===== config.mk =====
export PLATFORM = sky130hd
export DESIGN_NAME = rfsh_scheduler
export DESIGN_NICKNAME = d
export VERILOG_FILES = /design/src/rtl/rfsh_pkg.sv /design/src/rtl/rfsh_period_timer.sv /design/src/rtl/rfsh_bank_engine.sv /design/src/rtl/rfsh_group_ctrl.sv /design/src/rtl/rfsh_scheduler.sv
export SDC_FILE = /design/constraint.sdc
export NUM_CORES = 1
export LEC_CHECK = 0
export ABC_CLOCK_PERIOD_IN_PS = 2900
export CAP_MARGIN = 20
export CELL_PAD_IN_SITES_DETAIL_PLACEMENT = 0
export CELL_PAD_IN_SITES_GLOBAL_PLACEMENT = 1
export CORE_ASPECT_RATIO = 0.9
export CORE_MARGIN = 4
export CORE_UTILIZATION = 50
export CTS_CLUSTER_DIAMETER = 50
export DETAILED_ROUTE_END_ITERATION = 12
export DONT_BUFFER_PORTS = 1
export PLACE_DENSITY_LB_ADDON = 0.1
export SLEW_MARGIN = 20
export SYNTH_ARGS = -nofsm -noshare
export SYNTH_HDL_FRONTEND = slang
export SYNTH_SLANG_ARGS = --single-unit

===== constraint.sdc =====
create_clock -name clk -period 2.9 [get_ports clk]
set_input_delay 0.145 -clock clk [delete_from_list [all_inputs] [get_ports clk]]
set_output_delay 0.145 -clock clk [all_outputs]
set_load 0.02 [all_outputs]

===== src/rtl/rfsh_pkg.sv =====
package rfsh_pkg;

    // Group sequencer states
    typedef enum logic [1:0] {
        GRP_IDLE = 2'd0,   // waiting for a window boundary
        GRP_ASK  = 2'd1,   // requesting the bank at the current index
        GRP_RUN  = 2'd2    // that bank is sweeping its rows
    } grp_state_e;

endpackage


===== src/rtl/rfsh_period_timer.sv =====
module rfsh_period_timer #(
    parameter int PERIOD_CYCLES = 51200000
) (
    input  logic clk,
    input  logic rst_n,
    output logic period_tick
);
    localparam int PW = (PERIOD_CYCLES > 1) ? $clog2(PERIOD_CYCLES) : 1;
    localparam logic [PW-1:0] LAST_CNT = PW'(PERIOD_CYCLES - 1);

    typedef struct packed {
        logic [PW-1:0] cnt;
    } tmr_t;

    tmr_t tmr_d, tmr_q;

    always_comb begin
        tmr_d       = tmr_q;
        period_tick = (tmr_q.cnt == LAST_CNT);
        if (period_tick) begin
            tmr_d.cnt = '0;
        end else begin
            tmr_d.cnt = tmr_q.cnt + 1'b1;
        end
    end

    always_ff @(posedge clk or negedge rst_n) begin
        if (!rst_n) begin
            tmr_q <= '0;
        end else begin
            tmr_q <= tmr_d;
        end
    end

endmodule


===== src/rtl/rfsh_bank_engine.sv =====
module rfsh_bank_engine #(
    parameter int ROWS       = 65536,
    parameter int ROW_CYCLES = 40
) (
    input  logic                                   clk,
    input  logic                                   rst_n,
    input  logic                                   start,
    output logic                                   busy,
    output logic                                   done,
    output logic [((ROWS > 1) ? $clog2(ROWS) : 1)-1:0] row
);
    localparam int RW = (ROWS > 1) ? $clog2(ROWS) : 1;
    localparam int TW = (ROW_CYCLES > 1) ? $clog2(ROW_CYCLES) : 1;
    localparam logic [RW-1:0] LAST_ROW = RW'(ROWS - 1);
    localparam logic [TW-1:0] LAST_CYC = TW'(ROW_CYCLES - 1);

    typedef struct packed {
        logic          busy;
        logic          done;
        logic [RW-1:0] row;
        logic [TW-1:0] cyc;
    } eng_t;

    eng_t eng_d, eng_q;

    always_comb begin
        eng_d      = eng_q;
        eng_d.done = 1'b0;
        if (eng_q.busy) begin
            if (eng_q.cyc == LAST_CYC) begin
                eng_d.cyc = '0;
                if (eng_q.row == LAST_ROW) begin
                    eng_d.row  = '0;
                    eng_d.busy = 1'b0;
                    eng_d.done = 1'b1;
                end else begin
                    eng_d.row = eng_q.row + 1'b1;
                end
            end else begin
                eng_d.cyc = eng_q.cyc + 1'b1;
            end
        end else if (start) begin
            eng_d.busy = 1'b1;
            eng_d.cyc  = '0;
        end
    end

    always_ff @(posedge clk or negedge rst_n) begin
        if (!rst_n) begin
            eng_q <= '0;
        end else begin
            eng_q <= eng_d;
        end
    end

    assign busy = eng_q.busy;
    assign done = eng_q.done;
    assign row  = eng_q.row;

endmodule


===== src/rtl/rfsh_group_ctrl.sv =====
module rfsh_group_ctrl
    import rfsh_pkg::*;
#(
    parameter int BANKS = 4
) (
    input  logic             clk,
    input  logic             rst_n,
    input  logic             period_tick,
    input  logic [BANKS-1:0] ack,
    input  logic [BANKS-1:0] bank_done,
    output logic [BANKS-1:0] req,
    output logic [BANKS-1:0] start
);
    localparam int IW = (BANKS > 1) ? $clog2(BANKS) : 1;
    localparam logic [IW-1:0] LAST_IDX = IW'(BANKS - 1);

    typedef struct packed {
        grp_state_e    st;
        logic [IW-1:0] idx;
        logic          pend;
    } grp_t;

    grp_t grp_d, grp_q;
    logic done_sel;

    always_comb begin
        done_sel = 1'b0;
        for (int k = 0; k < BANKS; k++) begin
            req[k]   = (grp_q.st == GRP_ASK) && (grp_q.idx == IW'(k));
            start[k] = req[k] && ack[k];
            if (grp_q.idx == IW'(k)) begin
                done_sel = bank_done[k];
            end
        end

        grp_d      = grp_q;
        grp_d.pend = grp_q.pend | period_tick;
        unique case (grp_q.st)
            GRP_IDLE: begin
                if (grp_q.pend || period_tick) begin
                    grp_d.st   = GRP_ASK;
                    grp_d.idx  = '0;
                    grp_d.pend = 1'b0;
                end
            end
            GRP_ASK: begin
                if (|start) begin
                    grp_d.st = GRP_RUN;
                end
            end
            GRP_RUN: begin
                if (done_sel) begin
                    if (grp_q.idx == LAST_IDX) begin
                        grp_d.idx  = '0;
                        grp_d.pend = 1'b0;
                        grp_d.st   = (grp_q.pend || period_tick) ? GRP_ASK : GRP_IDLE;
                    end else begin
                        grp_d.idx = grp_q.idx + 1'b1;
                        grp_d.st  = GRP_ASK;
                    end
                end
            end
            default: begin
                grp_d.st = GRP_IDLE;
            end
        endcase
    end

    always_ff @(posedge clk or negedge rst_n) begin
        if (!rst_n) begin
            grp_q.st   <= GRP_IDLE;
            grp_q.idx  <= '0;
            grp_q.pend <= 1'b1;
        end else begin
            grp_q <= grp_d;
        end
    end

endmodule


===== src/rtl/rfsh_scheduler.sv =====
module rfsh_scheduler #(
    parameter int GROUPS          = 8,
    parameter int BANKS_PER_GROUP = 4,
    parameter int ROWS            = 65536,
    parameter int ROW_CYCLES      = 40,
    parameter int PERIOD_CYCLES   = 51200000
) (
    input  logic                                                        clk,
    input  logic                                                        rst_n,
    input  logic [GROUPS*BANKS_PER_GROUP-1:0]                           refresh_ack,
    output logic [GROUPS*BANKS_PER_GROUP-1:0]                           refresh_req,
    output logic [GROUPS*BANKS_PER_GROUP-1:0]                           bank_busy,
    output logic [GROUPS*BANKS_PER_GROUP*((ROWS > 1) ? $clog2(ROWS) : 1)-1:0] row_count,
    output logic [GROUPS*BANKS_PER_GROUP-1:0]                           pass_done
);
    localparam int NB    = GROUPS * BANKS_PER_GROUP;
    localparam int ROW_W = (ROWS > 1) ? $clog2(ROWS) : 1;

    logic          period_tick;
    logic [NB-1:0] bank_start;

    rfsh_period_timer #(
        .PERIOD_CYCLES(PERIOD_CYCLES)
    ) u_timer (
        .clk        (clk),
        .rst_n      (rst_n),
        .period_tick(period_tick)
    );

    for (genvar g = 0; g < GROUPS; g++) begin : g_group
        rfsh_group_ctrl #(
            .BANKS(BANKS_PER_GROUP)
        ) u_ctrl (
            .clk        (clk),
            .rst_n      (rst_n),
            .period_tick(period_tick),
            .ack        (refresh_ack[g*BANKS_PER_GROUP +: BANKS_PER_GROUP]),
            .bank_done  (pass_done[g*BANKS_PER_GROUP +: BANKS_PER_GROUP]),
            .req        (refresh_req[g*BANKS_PER_GROUP +: BANKS_PER_GROUP]),
            .start      (bank_start[g*BANKS_PER_GROUP +: BANKS_PER_GROUP])
        );
    end

    for (genvar b = 0; b < NB; b++) begin : g_bank
        rfsh_bank_engine #(
            .ROWS      (ROWS),
            .ROW_CYCLES(ROW_CYCLES)
        ) u_engine (
            .clk  (clk),
            .rst_n(rst_n),
            .start(bank_start[b]),
            .busy (bank_busy[b]),
            .done (pass_done[b]),
            .row  (row_count[b*ROW_W +: ROW_W])
        );
    end

endmodule


==> metrics.md, run 1 <==
| Metric | Value |
|---|---|
| Outcome | finished clean |
| Synth-to-Final Area Change | 4.75% |
| CTS Buffer Depth | 3 |
| # fillers | between 7000 and 8000 |
| Required @ worst endpoint | about 3.5 ns |
| Commonest cells post-synth | 826 x dfrtp_1, 576 x buf_4, 514 x nand2_1, 384 x nor2_1, 306 x o21ai_0 |
| IO buf count | 0 |
| Asr flop ratio synth | 1.00 |
| FF+latch area | roughly 21000 um^2 |
| Slowest cell on crit path | dlygate4sd3_1 |
| Area of the multi-input gates | about 19000 um^2 |
| Starting density of the core | 0.508 |
| Area contributors post-synth | dfrtp_1 46%, buf_4 9.6%, xnor2_1 5.2% |
| Largest net degree at the start of global routing | 835 |
| First-pass GRT wire length | 170000 um |
| Setup violators final | 0 |
| Post-CTS Setup Bufs | 0 |
| Top delay family on crit path | buffers and inverters |
| TNS Setup | 0 ns |
| Layout cell share with drive strength beyond 1 | 0.0790 |
| NumNets Final | ~4400 |
| Post-CTS Resized | 0 |
| CTS tree | built |
| Fin. Hold Viols | 0 |
| Htree depth | 3 |
| WP data arrival | ~3.2 ns |
| Tot Pwr | about 28000 uW |
| Setup Crit Path Kind | register to register |
| Die H | between 200 and 300 um |
| VDD IR-drop max | approximately 0.50 mV |
| Synth Net Count | between 4000 and 5000 |
| Post-DP HPWL | between 70000 and 80000 um |
| RSZ-0062 raised after global routing | no |
| Worst Hold Class | input port to async pin |
| Total CTS buffers | 112 |
| Via density per instance | about 5.5 |
| Hold_buf cts | 49 |
| Synth warn | 0 |
| Global route total overflow | 0 |
| Mapped cell area | 44900 um^2 |
| CTS Sinks | 834 |
| Core box area | 88400 um^2 |
| Chip width | ~320 um |
| Crit-path max FO | 5 |
| CP cell instances | inv_1 > ha_1 > a22oi_1 > dlygate4sd3_1 > nand2_1 > dlygate4sd3_1 > inv_1 > a22o_1 > a31o_2 |
| Count of TritonRoute iterations in the first routing pass | 5 |
| Max_cap viols | 0 |
| Share of the synthesized area in the top cell type | 0.460 |
| Routed len/inst | 19.3 um |
| Worst Skew | between 0.02 and 0.025 ns |
| Clk Latency, worst-skew pair | about 0.67 ns |
| Final ANT Viol Nets | 0 |
| Vias | just over 30000 |
| Remaining routing DRC violations | 0 |
| Reg clk slew, reported paths | about 0.06 ns |
| Post-synth EDFFs | 0 |
| P per Cell Area | ~590 nW/um^2 |
| Rel. slew slack | 0.169 |
| Syn Area/Cell | 9.55 um^2 |
| Distinct cell type count after synthesis | 74 |
| Slowest stage delay, CP | 0.59 ns |
| Leakage | approximately 0.021 uW |
| GP Congestion | around 0.84 |
| Iter 0 DRT Violations | roughly 1700 |
| Post-route clock period utilization | 0.900 |
| CTS Root Cell | clkbuf_16 |
| Max Slew Vio Count | 0 |
| Most common cell in the synthesized netlist | dfrtp_1 |
| Max Clock Freq | between 300 and 400 MHz |
| Register area share after synthesis | 0.465 |
| GRT Total Usage | 0.221 |
| Initial antenna violation count | 0 |
| Crit path time final | between 2 and 3 ns |
| Startpoint class of the critical path | register |
| Cells after synthesis | approximately 4700 |
| Vias in the first global route | around 30000 |
| Crit path capture type | register |
| Post-Route WL | 107000 um |
| Post-synth top area cell | dfrtp_1 |
| Worst path bufs/invs | 4 |
| Worst slew pin tran | between 1 and 1.5 ns |
| Number of synthesized register bits | 834 |
| Most frequently used flop master after synthesis | dfrtp_1 |
| Die Area | roughly 95000 um^2 |
| FP Rows | about 100 |
| Boundary Pins | 642 |
cells by family (layout without fill, tap and decap cells):
| family | Yosys count | in the layout | share of synthesized area |
|---|---|---|---|
| simple gates | 1904 | 1904 | 0.215 |
| flops | 834 | 834 | 0.465 |
| buf+inv | 752 | 452 | 0.112 |
| compound gates | 660 | 660 | 0.0910 |
| xor+xnor | 421 | 421 | 0.0821 |
| fa+ha+maj | 97 | 97 | 0.0270 |
| mux | 36 | 36 | 0.00836 |
| other cells | 0 | 1 | 0 |
area by class of cell:
cell class	count	area share
multi-input combinational	3118	0.404
sequential	834	0.444
inverter	115	0.00918
clock buffer	139	0.0658
tap	1155	0.0307
antenna	1	0.0000532
clock inverter	72	0.0213
timing repair buffer	126	0.0249
cell usage in the layout (no fill, tap or decap), drive strengths merged, types with 53 or more instances in the layout:
master / count
nand3: 301
xnor2: 267
a21oi: 53
o21ai: 311
nand2: 514
ha: 97
xor2: 154
and3: 116
nor3: 86
nor2: 387
buf: 76
clkbuf: 139
a31oi: 71
nor2b: 61
dfrtp: 826
nand4: 121
inv: 137
and2: 68
report_power, final:
part	leakage [uW]	switching, uW	internal, uW	total, uW
registers	0.0108	279	11800	12100
clock network	0.00200	5550	9440	15000
logic	0.00807	429	247	676
worst reg2reg max path, stage by stage, from the launching register on:
cell and delay [ns]:
dfrtp_1 0.43, inv_1 0.10, ha_1 0.24, a22oi_1 0.11, dlygate4sd3_1 0.56, nand2_1 0.05, dlygate4sd3_1 0.59, inv_1 0.05
a22o_1 0.18, a31o_2 0.21
flip-flops by register name, indices dropped and copies added, names as in the netlist:
| name | flops |
|---|---|
| g_bank.u_engine.busy | 32 |
| g_bank.u_engine.done | 32 |
| g_bank.u_engine.eng_q | 192 |
| g_bank.u_engine.row | 512 |
| g_group.u_ctrl.grp_q | 40 |
| u_timer.tmr_q | 26 |
metrics by stage:
stage	worst slack [ns]	hold WS [ns]	utilization	cells	area [um^2]
2_1_floorplan	0.834	-0.151	-	4704	44900
3_3_place_gp	0.672	-0.132	0.478	5293	42300
3_5_place_dp	0.591	-0.127	0.478	5293	42300
4_1_cts	0.287	-0.852	0.530	5553	46900
5_1_grt	0.0413	0.123	0.532	5559	47000
6_report	0.290	0.0876	0.532	5560	47000
final timing paths:
kind,startpoint,to,slack (ns),cells after the start
worst min register to register,u_timer.tmr_q[12],u_timer.tmr_q[12],0.49,1
min in group clk,refresh_ack[20],g_group[5].u_ctrl.grp_q[4],0.30,3
max in group asynchronous,rst_n,g_bank[29].u_engine.row[0],0.46,4
worst max-delay path,g_group[0].u_ctrl.grp_q[1],g_group[0].u_ctrl.grp_q[3],0.29,9
worst max register to register,g_group[0].u_ctrl.grp_q[1],g_group[0].u_ctrl.grp_q[3],0.29,9
worst min-delay path,rst_n,g_bank[8].u_engine.row[4],0.09,2
metal layers:
metal,wire (um),share of wire,global-route usage,up-vias
met5,0,0,0,-
met4,4400,0.041,0.0853,0
met3,8840,0.082,0.0783,198
met2,48600,0.45,0.347,644
met1,45500,0.42,0.281,14800
li1,-,-,-,15100
(Power assumes the default switching activity.)
==> run 2, diff against run 1 <==
- CORE_UTILIZATION: 50 -> 51
- SKIP_LAST_GASP: default -> 1
- SYNTH_HIERARCHICAL: default -> 1
==> metrics.md, run 2 <==
| Metric | Value |
|---|---|
| Outcome | complete, but fails checks |
| Failing checks | hold timing |
| Final ANT Viol Nets | 0 (unchanged) |
| Synth-to-Final Area Change | 4.13% |
| Startpoint class of the critical path | register |
| Post-Synth Simple-Gate Area | 0.295 (+0.0803) |
| Asr flop ratio synth | 1.00 (unchanged) |
| Grt peak-use layer | met2 |
| Core box area | 94900 um^2 (+7.4%) |
| NumNets Final | 4556 (+2.7%) |
| Post-Synth XOR/XNOR Area | 0.0660 (-0.0161) |
| GR Layer Usage met3 | 0.0794 (+0.00109) |
| CTS Sinks | 834 (unchanged) |
| IO buf count | 0 (unchanged) |
| CP cell instances | and2b_1 > inv_1 > nor2_1 |
| Layout cell share with drive strength beyond 1 | 0.151 (+0.0718) |
| GRT Total Usage | 0.229 (+0.00758) |
| Most common cell in the synthesized netlist | dfrtp_1 |
| Routed len/inst | 20.4 um (+5.8%) |
| Max Slew Vio Count | 0 (unchanged) |
| Most frequently used flop master after synthesis | dfrtp_1 |
| Total CTS buffers | 116 (+3.6%) |
| GR Util met1 | 0.296 (+0.0142) |
| Commonest cells post-synth | 826 x dfrtp_1, 544 x buf_4, 539 x nand2_1, 343 x nor2_1, 320 x o21ai_0 |
| Compound-Gate Fraction of Synth Area | 0.0891 (-0.00196) |
| Setup Crit Path Kind | register to output pin |
| Crit path capture type | output pin |
| Fin worst setup slack | 0.604 ns (+0.315 ns) |
| Max_cap viols | 0 (unchanged) |
| Syn Area/Cell | 10.1 um^2 (+6.0%) |
| VDD IR-drop max | 0.414 mV (-17%) |
| Synth warn | 6 (+6) |
| Fin. Hold Viols | 226 (+226) |
| Required @ worst endpoint | 2.76 ns (-0.70 ns) |
| Max FFs per register | 512 (unchanged) |
| Top delay family on crit path | simple AND/OR/NAND/NOR gates |
| Worst Hold Class | input port to async pin |
| CTS Root Cell | clkbuf_16 |
| RSZ-0062 raised after global routing | no |
| # fillers | 8413 (+6.1%) |
| Max Clock Freq | 436 MHz (+14%) |
| Die H | 302 um (+3.3%) |
| Post-CTS Setup Bufs | 0 (unchanged) |
| Synth Net Count | 4968 (+2.8%) |
| P per Cell Area | 523 nW/um^2 (-11%) |
| Adder-Cell Fraction of Synth Area | 0.0251 (-0.00198) |
| CTS tree | built |
| Largest family of logic cells by synthesized area | simple AND/OR/NAND/NOR gates |
| Reg clk slew, reported paths | 0.05 ns (about the same) |
| Crit path time final | 2.30 ns (-0.315 ns) |
| Register area share after synthesis | 0.427 (-0.0385) |
| CTS Buffer Depth | 3 (unchanged) |
| Post-Route WL | 118000 um (+9.9%) |
| Number of synthesized register bits | 834 (unchanged) |
| Count of TritonRoute iterations in the first routing pass | 5 (unchanged) |
| Rel. slew slack | 0.196 (+0.0276) |
| WP data arrival | 2.15 ns (-1.02 ns) |
| Chip width | 335 um (+3.3%) |
| Most frequent cells in the layout | 826 x dfrtp_1, 539 x nand2_1, 343 x nor2_1 |
| Post-route clock period utilization | 0.792 (-0.109) |
| Vias in the first global route | 32100 (+9.2%) |
| Leakage | 0.0232 uW (+11%) |
| Share of the synthesized area in the top cell type | 0.422 (-0.0381) |
| Clk Latency, worst-skew pair | 0.68 ns (about the same) |
| Proportion of synthesized area in mux cells | 0.00716 (-0.00120) |
| First-pass GRT wire length | 188000 um (+11%) |
| Remaining routing DRC violations | 0 (unchanged) |
| GP Congestion | 0.826 (-1.1%) |
| Post-synth top area cell | dfrtp_1 |
| Vias | 33100 (+7.9%) |
| Diode count | 0 (-1) |
| Post-synth EDFFs | 0 (unchanged) |
| Worst Skew | 0.0211 ns (-0.00280 ns) |
| Largest net degree at the start of global routing | 835 (unchanged) |
| Initial antenna violation count | 1 (+1) |
| Htree depth | 3 (unchanged) |
| Distinct cell type count after synthesis | 69 (-6.8%) |
| Die Area | 101000 um^2 (+6.7%) |
| Slowest stage delay, CP | 0.56 ns (-0.03 ns) |
| Pre-CTS setup slack | 0.812 ns (+0.221 ns) |
| Setup violators final | 0 (unchanged) |
| Via density per instance | 5.74 (+3.9%) |
| Post-CTS Resized | 0 (unchanged) |
| TNS Setup | 0 ns (unchanged) |
| Mapped cell area | 48900 um^2 (+9.0%) |
| Slowest cell on crit path | nor2_1 |
| Hold_buf cts | 40 (-18%) |
| Starting density of the core | 0.516 (+0.00780) |
| Post-DP HPWL | 84800 um (+11%) |
| FP Rows | 107 (+3.9%) |
| Boundary Pins | 642 (unchanged) |
| Worst slew pin tran | 1.21 ns (-0.0415 ns) |
| Cells after synthesis | 4836 (+2.8%) |
| Worst hold margin | -0.843 ns (-0.931 ns) |
| Grt met2 use | 0.366 (+0.0189) |
| Worst path bufs/invs | 1 (-3) |
| Commonest non-fill, non-tap cell in the layout | dfrtp_1 |
| Crit-path max FO | 8 (+3) |
| Iter 0 DRT Violations | 2014 (+15%) |
| Global route total overflow | 0 (unchanged) |
| Area contributors post-synth | dfrtp_1 42%, buf_4 8.3%, nand2_1 4.1% |
==> run 2: changes by cell type after synthesis, moves of 41 or more <==
cell      before  now
and3_1       116   21
xnor2_1      267  200
nand4_2        0   64
inv_1        115   52
nor4_4         2   62
nor4_2         7   62
nand3_1      300  247
o221ai_1       0   48
a22o_1        47    0
nand2b_1      18   64
nor2_1       384  343
nor3_1        85   44
==> run 2: area by class of cell <==
class / instances / area [um^2] / area share
Timing Repair Buffer: 57 / 641 / 0.0126
Clock inverter: 71 / 813 / 0.0160
Inverter: 52 / 195 / 0.00383
Sequential cell: 834 / 20900 / 0.410
Tap cell: 1253 / 1570 / 0.0308
Clock buffer: 146 / 3260 / 0.0639
Multi-Input combinational cell: 3363 / 23600 / 0.463
==> run 2: power by group <==
group | leakage (uW) | switching [uW] | total, uW | internal, uW
registers | 0.0107 | 0 | 11600 | 11600
logic | 0.0105 | 235 | 283 | 48.5
clock network | 0.00197 | 5600 | 14800 | 9150
==> run 2: path summary, 6_finish.rpt <==
check                                      startpoint                    endpoint  slack (ns)  cells after the start
min in group clk                      refresh_ack[25]  g_group[6].u_ctrl/grp_q[4]        0.38                      5
min reg2reg                         u_timer/tmr_q[16]           u_timer/tmr_q[16]        0.50                      1
min                                             rst_n  g_bank[29].u_engine/row[8]       -0.84                      0
max in group asynchronous                       rst_n  g_bank[27].u_engine/row[9]        1.12                      3
max reg2reg                         u_timer/tmr_q[23]  g_group[5].u_ctrl/grp_q[2]        0.78                      7
max                        g_group[1].u_ctrl/grp_q[4]              refresh_req[7]        0.60                      3
==> run 2: cells by family after synthesis <==
logic type / Yosys count
AND/OR/NAND/NOR: 2160
flip-flops: 834
AO/OA/AOI/OAI: 701
buffers and inverters: 639
XOR/XNOR: 369
adder cells (fa/ha/maj): 98
multiplexers: 35
==> run 2: metal layers <==
layer  routed length, um  part of all wire
met5                  11          0.000093
met4                3430             0.029
met3                9490             0.080
met2               54600              0.46
met1               50400              0.43
==> run 2: through the flow <==
step                      utilization  total power, uW  cell area, um^2  std cells  hold WS, ns
after floorplan                     -            11900            48900       4836       -0.151
after global placement          0.488            11900            46400       5514       -0.132
after detailed placement        0.488            11900            46400       5514       -0.130
after CTS                       0.536            26900            50800       5771       -0.872
after global routing            0.537            27700            51000       5776       -0.894
final                           0.537            26700            51000       5776       -0.843
